==> src/rtl/ptp_timer.sv <==
module ptp_timer #(
  parameter int ACC_W  = 32,
  parameter int TIME_W = 64,
  parameter int PER_W  = 8,
  parameter int PRE_W  = 16,
  parameter int IVL_W  = 32,
  parameter int NSRC   = 4,
  parameter int DATA_W = 64
) (
  input  logic              clk,
  input  logic              rst_n,
  input  logic [NSRC-1:0]   ref_en,
  input  logic              wr_en,
  input  logic [2:0]        wr_addr,
  input  logic [DATA_W-1:0] wr_data,
  output logic [TIME_W-1:0] time_ns,
  output logic              tick,
  output logic              out_strobe,
  output logic              pulse_a,
  output logic              pulse_b
);
  localparam int SEL_W = $clog2(NSRC);
  localparam int CNT_W = IVL_W + 2;
  localparam logic [2:0] A_SRC = 3'd0, A_PER = 3'd1, A_ADD = 3'd2,
                         A_PRE = 3'd3, A_TIME = 3'd6;

  logic [SEL_W-1:0] src;
  logic [PER_W-1:0] period_r;
  logic [ACC_W-1:0] addend, acc;
  logic [PRE_W-1:0] presc_r, pc;
  logic [ACC_W:0]   sum;
  logic             sel_en, carry, time_ld;
  logic [PRE_W-1:0] pre_last;
  logic [1:0]       pls;

  assign sel_en   = ref_en[src];
  assign sum      = {1'b0, acc} + {1'b0, addend};
  assign carry    = sel_en & sum[ACC_W];
  assign time_ld  = wr_en && (wr_addr == A_TIME);
  assign pre_last = (presc_r == '0) ? '0 : presc_r - 1'b1;
  assign pulse_a  = pls[0];
  assign pulse_b  = pls[1];

  always_ff @(posedge clk) begin
    if (!rst_n) begin
      src        <= SEL_W'(1);
      period_r   <= '0;
      addend     <= '0;
      presc_r    <= PRE_W'(1);
      acc        <= '0;
      pc         <= '0;
      tick       <= 1'b0;
      out_strobe <= 1'b0;
      time_ns    <= '0;
    end else begin
      tick       <= carry;
      out_strobe <= carry && (pc >= pre_last);
      if (sel_en) acc <= sum[ACC_W-1:0];
      if (time_ld)    time_ns <= wr_data[TIME_W-1:0];
      else if (carry) time_ns <= time_ns + TIME_W'(period_r);
      if (wr_en && wr_addr == A_PRE) pc <= '0;
      else if (carry) pc <= (pc >= pre_last) ? '0 : pc + 1'b1;
      if (wr_en && wr_addr == A_SRC) src      <= wr_data[SEL_W-1:0];
      if (wr_en && wr_addr == A_PER) period_r <= wr_data[PER_W-1:0];
      if (wr_en && wr_addr == A_ADD) addend   <= wr_data[ACC_W-1:0];
      if (wr_en && wr_addr == A_PRE) presc_r  <= wr_data[PRE_W-1:0];
    end
  end

  for (genvar g = 0; g < 2; g++) begin : g_ivl
    logic [IVL_W-1:0] ivl;
    logic [CNT_W-1:0] cnt, nxt, target;
    logic             fire, ivl_wr;
    assign ivl_wr = wr_en && (wr_addr == 3'(4 + g));
    assign nxt    = cnt + CNT_W'(period_r);
    assign target = CNT_W'(ivl) + CNT_W'(period_r);
    assign fire   = nxt >= target;
    always_ff @(posedge clk) begin
      if (!rst_n) begin
        ivl    <= '1;
        cnt    <= '0;
        pls[g] <= 1'b0;
      end else begin
        pls[g] <= carry & fire;
        if (ivl_wr) begin
          ivl <= wr_data[IVL_W-1:0];
          cnt <= '0;
        end else if (carry) begin
          cnt <= fire ? nxt - target : nxt;
        end
      end
    end
  end
endmodule


==> config.mk <==
export PLATFORM = sky130hd
export DESIGN_NAME = ptp_timer
export DESIGN_NICKNAME = d
export VERILOG_FILES = /design/src/rtl/ptp_timer.sv
export SDC_FILE = /design/constraint.sdc
export NUM_CORES = 1
export LEC_CHECK = 0
export ABC_AREA = 1
export BUFFER_PORTS_ARGS = -buffer_cell sky130_fd_sc_hd__buf_2
export CORE_MARGIN = 2
export CORE_UTILIZATION = 53
export DETAILED_ROUTE_END_ITERATION = 6
export GPL_ROUTABILITY_DRIVEN = 0
export GPL_TIMING_DRIVEN = 0
export PLACE_DENSITY = 0.73
export RECOVER_POWER = 100
export SYNTH_ARGS = -nofsm -noshare
export SYNTH_HDL_FRONTEND = slang
export SYNTH_SLANG_ARGS = --single-unit
==> constraint.sdc <==
create_clock -name clk -period 4.2 [get_ports clk]
set_input_delay 0.21 -clock clk [delete_from_list [all_inputs] [get_ports clk]]
set_output_delay 0.21 -clock clk [all_outputs]
set_load 0.05 [all_outputs]
==> results of run 1 <==
sequential cells by signal (all words and copies together), names as in the netlist:
name        count
period_r        8
g_ivl.ivl      64
tick            1
time_ns        64
pc             16
addend         32
pulse_b         1
out_strobe      1
g_ivl.cnt      68
pulse_a         1
presc_r        16
acc            32
src             2
worst max path at each step:
| stage | start | endpoint | slack, ns | cells after the start |
|---|---|---|---|---|
| after floorplan | period_r[1] | g_ivl[1].cnt[32] | 0.31 | 28 |
| after global placement | period_r[1] | g_ivl[0].cnt[17] | -0.61 | 27 |
| after detailed placement | period_r[1] | g_ivl[1].cnt[13] | -0.61 | 28 |
| after CTS | period_r[0] | g_ivl[1].cnt[3] | 0.005 | 26 |
| after global routing | period_r[0] | g_ivl[0].cnt[9] | -0.15 | 27 |
| final | period_r[0] | g_ivl[0].cnt[9] | -0.05 | 27 |
cell families after synthesis:
logic type      Yosys count
simple gates           2105
xor+xnor                225
buf+inv                 648
flops                   306
compound gates          699
fa+ha+maj               164
layout by cell type (no fill, tap or decap), drive strengths merged, types with 5 or more instances in the layout:
master	n
o211ai	66
nand3b	16
or2	8
nor2	524
clkinv	11
fa	8
nand3	258
o21bai	22
o21ai	235
ha	156
nor3	100
xor2	164
nor4	18
a21boi	10
a21oi	292
xnor2	61
dfxtp	306
buf	143
nand4	71
clkinvlp	5
dlygate4sd3	54
clkbuf	201
a21o	19
nand2	1099
a31oi	30
a22oi	15
inv	537
critical path: stages, from the launching register on:
cell and delay [ns]:
dfxtp_4 0.46, ha_4 0.18, fa_2 0.22, nand3_2 0.07, or2_4 0.25, o211ai_1 0.13, nand3_1 0.14, nand2_2 0.13
nand2_2 0.08, inv_2 0.07, nand4_1 0.15, buf_4 0.20, xor2_2 0.14, ha_1 0.33, nand2_2 0.11, nor2_2 0.19
nand2_2 0.10, nor2_2 0.13, nand4_1 0.18, nand3_2 0.18, nor2_8 0.05, nand2_4 0.08, buf_12 0.14, buf_8 0.14
nand2_1 0.07, nand3_1 0.12, nand2_1 0.07, inv_1 0.05
metrics by stage:
stage | hold WS, ns | setup slack, ns | setup TNS [ns] | area [µm²]
global route | -0.00234 | -0.152 | -5.35 | 30100
CTS | 0.00131 | 0.00489 | 0 | 29300
global placement | 0.447 | -0.609 | -36.22 | 27100
detailed placement | 0.455 | -0.610 | -36.27 | 27100
floorplan | 0.336 | 0.307 | 0 | 25700
finish | -0.0273 | -0.0525 | -0.240 | 30100
area by class of cell:
cell class | count | area (µm²) | area share, %
plain buffers | 107 | 534 | 1.78
clock buffers | 46 | 988 | 3.29
clock inverters | 17 | 259 | 0.861
inverters | 540 | 2030 | 6.75
multi-input cells | 3193 | 17800 | 59.2
flip-flops and latches | 306 | 6150 | 20.5
well taps | 615 | 769 | 2.56
repair buffers | 245 | 1550 | 5.15
metal layers:
layer  share of wire (%)  GRT usage (%)  vias to the layer above  wire length (µm)
li1                    -              -                    14100                 -
met1                  41           44.9                    13000             37400
met2                  44           57.5                     1406             40400
met3                 9.4           5.93                      339              8680
met4                 6.3           17.7                        0              5830
met5                   0              0                        -                 0
report_power, final:
group,switching [mW],internal [mW],leakage (nW)
combinational,1.13,0.641,11.4
sequential,0.120,3.00,2.49
clock,1.42,1.94,0.592
total,2.68,5.58,14.5
what timing repair did:
item	CTS	global route
setup buffers	21	29
cloned	0	1
endpoints found under the setup margin	70	80
hold endpoints to repair	65	0
hold buffers	54	0
resized for setup	58	154
pin swaps	19	33
==> metrics.txt, run 1 <==
Mapped Avg Cell Area ~6.2 µm²; Worst R2R Start period_r[0]; synthesized area between 20,000 and 30,000 µm²; Critical Path Start Type flop; CTS tree built; most frequent cell after synthesis nand2_1; gr usage total 35.2%; initial antenna violation count 0; violated checks design-rule violations, negative hold slack, negative setup slack; final clock skew 0.0366 ns; synth cell count leaders nand2_1, inv_1, nor2_1, dfxtp_1, a21oi_1; Num CTS Buffers 36; Buffers on Ports between 100 and 150; total chip power 8.25 mW; Worst R2R End g_ivl[0].cnt[9]; final non-filler cell total a little over 5,000; RSZ-0062 raised after global routing yes; Top Ports between 100 and 150; fin crit share 101%; worst r2r path cells 27; Core ar. 47,700 µm²; Max Cap Viol 0; Root Driver clkbuf_16; Layout area overhead 17.2%; drt total wl 92,300 µm; antenna cells 0; largest family of logic cells by synthesized area simple AND/OR/NAND/NOR gates; Via density approximately 5.7; R2R Setup Slk -0.05 ns; largest area contributor in the netlist dfxtp_1; total clock sinks approximately 310; final setup violation count 14; fin util around 63%; hold path cells 3; Min-Delay Startpoint wr_data[32]; Vias just under 30,000; clock transition at the registers of the reported paths around 0.060 ns; VDD IR-drop max between 0.0003 and 0.0004 V; post-synthesis sequential area ratio 23.9%; Slew @ Worst Pin ~1.1 ns; library cells used by synthesis 55; Pwr Density 274 nW/µm²; Tmin final around 4.3 ns; Filler Cells Inserted approximately 4,500; Hold Path End time_ns[32]; Placed Cells approximately 4,900; antenna viol nets, final 0; Pleak about 15 nW; DRC violations left 2; kind of critical path reg -> reg; Longest Clk Path Bufs 3; global route total overflow 0; max-slew violation count 0; Clock Latency Late Sink ~0.6 ns; DR pass1 iterations 7; Avg WL per Cell 18.2 µm; top cell type's share of synthesized area around a quarter; Post-Synth Adder-Cell Area under 10%; initial core utilization 53.7%; Hold Crit Class in -> reg; Slew headroom a little under a quarter; crit end category flop; CP Max Fanout 11; Syn Nets roughly 4,400; EDFF count, synth 0; H-tree Lvls 2; share of cells above drive strength 1 under 10%; CP arrival roughly 4.8 ns; fmax ~240 MHz; xor/xnor share of the synthesized area 7.68%; status finished, violations left; warning count from the yosys run 0; global-route wire length before repair 139,000 µm; worst setup margin -0.0525 ns; die height around 220 µm; area of the die 50,200 µm²; die width 224 µm; Fin. Hold Viols 1; ys flop type dfxtp_1; DR iter-0 viols just under 3,000; Synth Area in Compound Gates 15.5%; Worst EP required ~4.7 ns; Fin Hold WS -0.0273 ns; Synth area leaders dfxtp_1, nand2_1, inv_1; hpwl dp roughly 70,000 µm; largest net degree at the start of global routing 16; mux cell area share after synthesis 0%; via count of the first global-routing pass 26,300; Rows 80; synthesized instance count 4,147; Post-Synth Simple-Gate Area between 30% and 40%; flops & latches, synth a little over 300; final net count 4,667; async set-reset flop share out of synthesis 0%
(Power assumes the default switching activity.)
==> inputs of run 2 (changes only) <==
ABC_AREA = not set   (was 1)
PLACE_DENSITY = 0.71   (was 0.73)
SLEW_MARGIN = 20   (was not set)
clock period = 4.45 ns   (was 4.2 ns; I/O delays follow)
==> run 2 against run 1 <==
Fmax is 17% lower; register-to-register slack worse by 0.62 ns; routed wire length is 18% lower; non-clock buffer count is 106 higher; clock power is 7.7% lower; sequential share of layout area is 2.3 points higher; the flow finishes with violations (negative setup slack); via count is 22% lower.
==> metrics.txt, run 2 <==
status finished, violations left; violated checks negative setup slack; Pleak ~11 nW; Largest regs g_ivl.cnt x68, g_ivl.ivl x64, time_ns x64; hpwl dp 52,200 µm; Tmin final 5.13 ns; largest reg by FF count g_ivl.cnt; initial antenna violation count 1; area of the die 41,800 µm²; largest area contributor in the netlist dfxtp_1; H-tree Lvls 2; Placed Cells between 3,000 and 4,000; Largest register FFs between 60 and 70; Worst R2R End g_ivl[1].cnt[8]; Root Driver clkbuf_16; Critical Path Start Type flop; warning count from the yosys run 0; ys flop type dfxtp_1; total clock sinks 306; Hold Crit Class in -> reg; library cells used by synthesis just over 80; final setup violation count between 70 and 80; Pwr Density between 200 and 300 nW/µm²; synth cell count leaders nand2_1, dfxtp_1, a21oi_1, nor2_1, o21ai_0; Worst setup endpoint g_ivl[1].cnt[8]; Slew @ Worst Pin roughly 1.1 ns; DRC violations left 0; post-synthesis sequential area ratio ~29%; global-route wire length before repair approximately 120,000 µm; synthesized area roughly 21,000 µm²; Slowest-stage cell, CP or4_4; share of cells above drive strength 1 approximately 17%; Sequential Area a little over 6000 µm²; flops & latches, synth 306; CP Max Fanout 5; CTS tree built; Num CTS Buffers 37; DR iter-0 viols approximately 2,100; final clock skew around 0.023 ns; Top Ports 142; Mapped Avg Cell Area between 7 and 8 µm²; Via density between 6 and 7; Slew headroom about 29%; Filler Cells Inserted 3,238; Worst EP required between 4 and 5 ns; Synth area leaders dfxtp_1, ha_1, nand2_1; fin crit share 115%; final non-filler cell total ~3,700; worst r2r path cells 22; drt total wl between 70,000 and 80,000 µm; gr usage total about a third; async set-reset flop share out of synthesis 0%; fmax slightly below 200 MHz; Rows between 70 and 80; Fin. Hold Viols 0; synthesized instance count 2,778; Layout area overhead 27.1%; Vias about 23,000; worst setup path start period_r[0]; global route total overflow 0; R2R Setup Slk -0.68 ns; initial core utilization between 50 and 60%; most frequent cell after synthesis nand2_1; Core ar. 39,600 µm²; via count of the first global-routing pass between 20,000 and 25,000; most frequent cells in the layout nand2_1, dfxtp_1, a21oi_1; Buffers on Ports 141; EDFF count, synth 0; VDD IR-drop max around 0.00028 V; Max Cap Viol 0; Setup TNS -35.98 ns; largest net degree at the start of global routing 13; clock transition at the registers of the reported paths approximately 0.06 ns; DR pass1 iterations 6; Worst R2R Start period_r[0]; Critical Path, Cell by Cell ha_4, fa_2, a21o_1, a21oi_2, o21bai_2, a21oi_2, o21bai_1, a21o_1, nand3_4, buf_4, xor2_1, ha_1, and4_4, a211oi_4, a21oi_4, o21ai_4, o211ai_1, o311a_1, nand2b_4, buf_12, or4_4, a31oi_4; Longest Clk Path Bufs 3; commonest non-fill, non-tap cell in the layout nand2_1; crit end category flop; RSZ-0062 raised after global routing yes; die height 204 µm; final net count roughly 3,400; footprint of the multi-input gates 15,800 µm²; Syn Nets about 3,000; top cell type's share of synthesized area 28.8%; CP arrival 5.62 ns; Avg WL per Cell about 20 µm; kind of critical path reg -> reg; antenna viol nets, final 0; Clock Latency Late Sink 0.58 ns; worst setup margin -0.676 ns; largest stage delay on the critical path approximately 0.43 ns; max-slew violation count 0; die width about 200 µm
## run 2: changes by cell type in the layout (fill, tap and decap cells not counted), moves of 57 or more
cell	before	now
buf_4	54	130
inv_1	527	58
nand2_1	1045	430
nand3_1	239	147
nor2_1	498	156
o21ai_0	209	152
xnor2_1	59	123
## run 2: cell families (layout without fill, tap and decap cells)
logic type | Yosys count | after routing | share of synthesized area [%]
buf+inv | 186 | 584 | 3.46
fa+ha+maj | 164 | 164 | 9.93
xor+xnor | 275 | 275 | 11.3
compound gates | 719 | 719 | 20.3
mux | 38 | 38 | 1.80
flops | 306 | 306 | 28.8
simple gates | 1090 | 1090 | 24.4
other cells | 0 | 2 | 0
## run 2: per-stage QoR
step | worst slack [ns] | util [%] | hold slack, ns | power, mW | instance area, µm²
after floorplan | -0.298 | - | 0.346 | 3.59 | 21500
after global placement | -1.15 | 57.6 | 0.443 | 3.87 | 22800
after global routing | -0.812 | 68.2 | 0.0214 | 7.42 | 27000
final | -0.676 | 68.2 | 0.0105 | 7.22 | 27000
after CTS | -0.435 | 66.9 | 0.00119 | 7.14 | 26500
after detailed placement | -1.32 | 57.6 | 0.450 | 3.90 | 22800
## run 2: final cells by class
cell class,count,share of cell area [%]
multi-input cells,2286,58.4
flip-flops and latches,306,22.7
repair buffers,338,8.70
clock buffers,57,4.04
well taps,525,2.43
plain buffers,120,2.42
inverters,60,0.842
clock inverters,9,0.449
diodes,2,0.0185
## run 2: how the worst min path moves through the flow
| stage | start | to | slack (ns) | depth (start not counted) |
|---|---|---|---|---|
| 2_1_floorplan | wr_data[15] | g_ivl[0].ivl[15] | 0.35 | 2 |
| 3_3_place_gp | acc[24] | acc[24] | 0.44 | 2 |
| 3_5_place_dp | acc[2] | acc[2] | 0.45 | 2 |
| 4_1_cts | wr_data[2] | period_r[2] | 0.001 | 3 |
| 5_1_grt | wr_data[5] | period_r[5] | 0.02 | 3 |
| 6_report | wr_data[21] | g_ivl[0].ivl[21] | 0.01 | 3 |
## run 2: routing by layer
layer	vias to the layer above	track usage, %	part of all wire (%)
met1	10600	43.8	39
met5	-	0	0
met4	0	18.5	5.4
met2	1098	57.6	46
li1	10600	-	-
met3	274	6.17	9.0
## run 2: worst max-delay path: cells and delay by family, from the launching register on
family / cells / cell delay, ns
XOR/XNOR: 1 / 0.21
flip-flops: 1 / 0.39
adder cells (fa/ha/maj): 3 / 0.84
AND/OR/NAND/NOR: 4 / 0.98
buffers and inverters: 2 / 0.29
AO/OA/AOI/OAI: 12 / 2.32
## run 2: report_power, final
part	switching, mW	leakage, nW	internal, mW
registers	0.0727	2.48	2.80
logic	0.755	8.21	0.487
clock network	1.29	0.597	1.82
## run 2: repair_timing
item | in CTS | in global routing
pin swaps | 119 | 98
gates cloned | 7 | 1
buffers inserted | 120 | 32
hold buffers | 44 | 0
resized for setup | 215 | 115
endpoints found under the setup margin | 72 | 91
endpoints found under the hold margin | 53 | 0
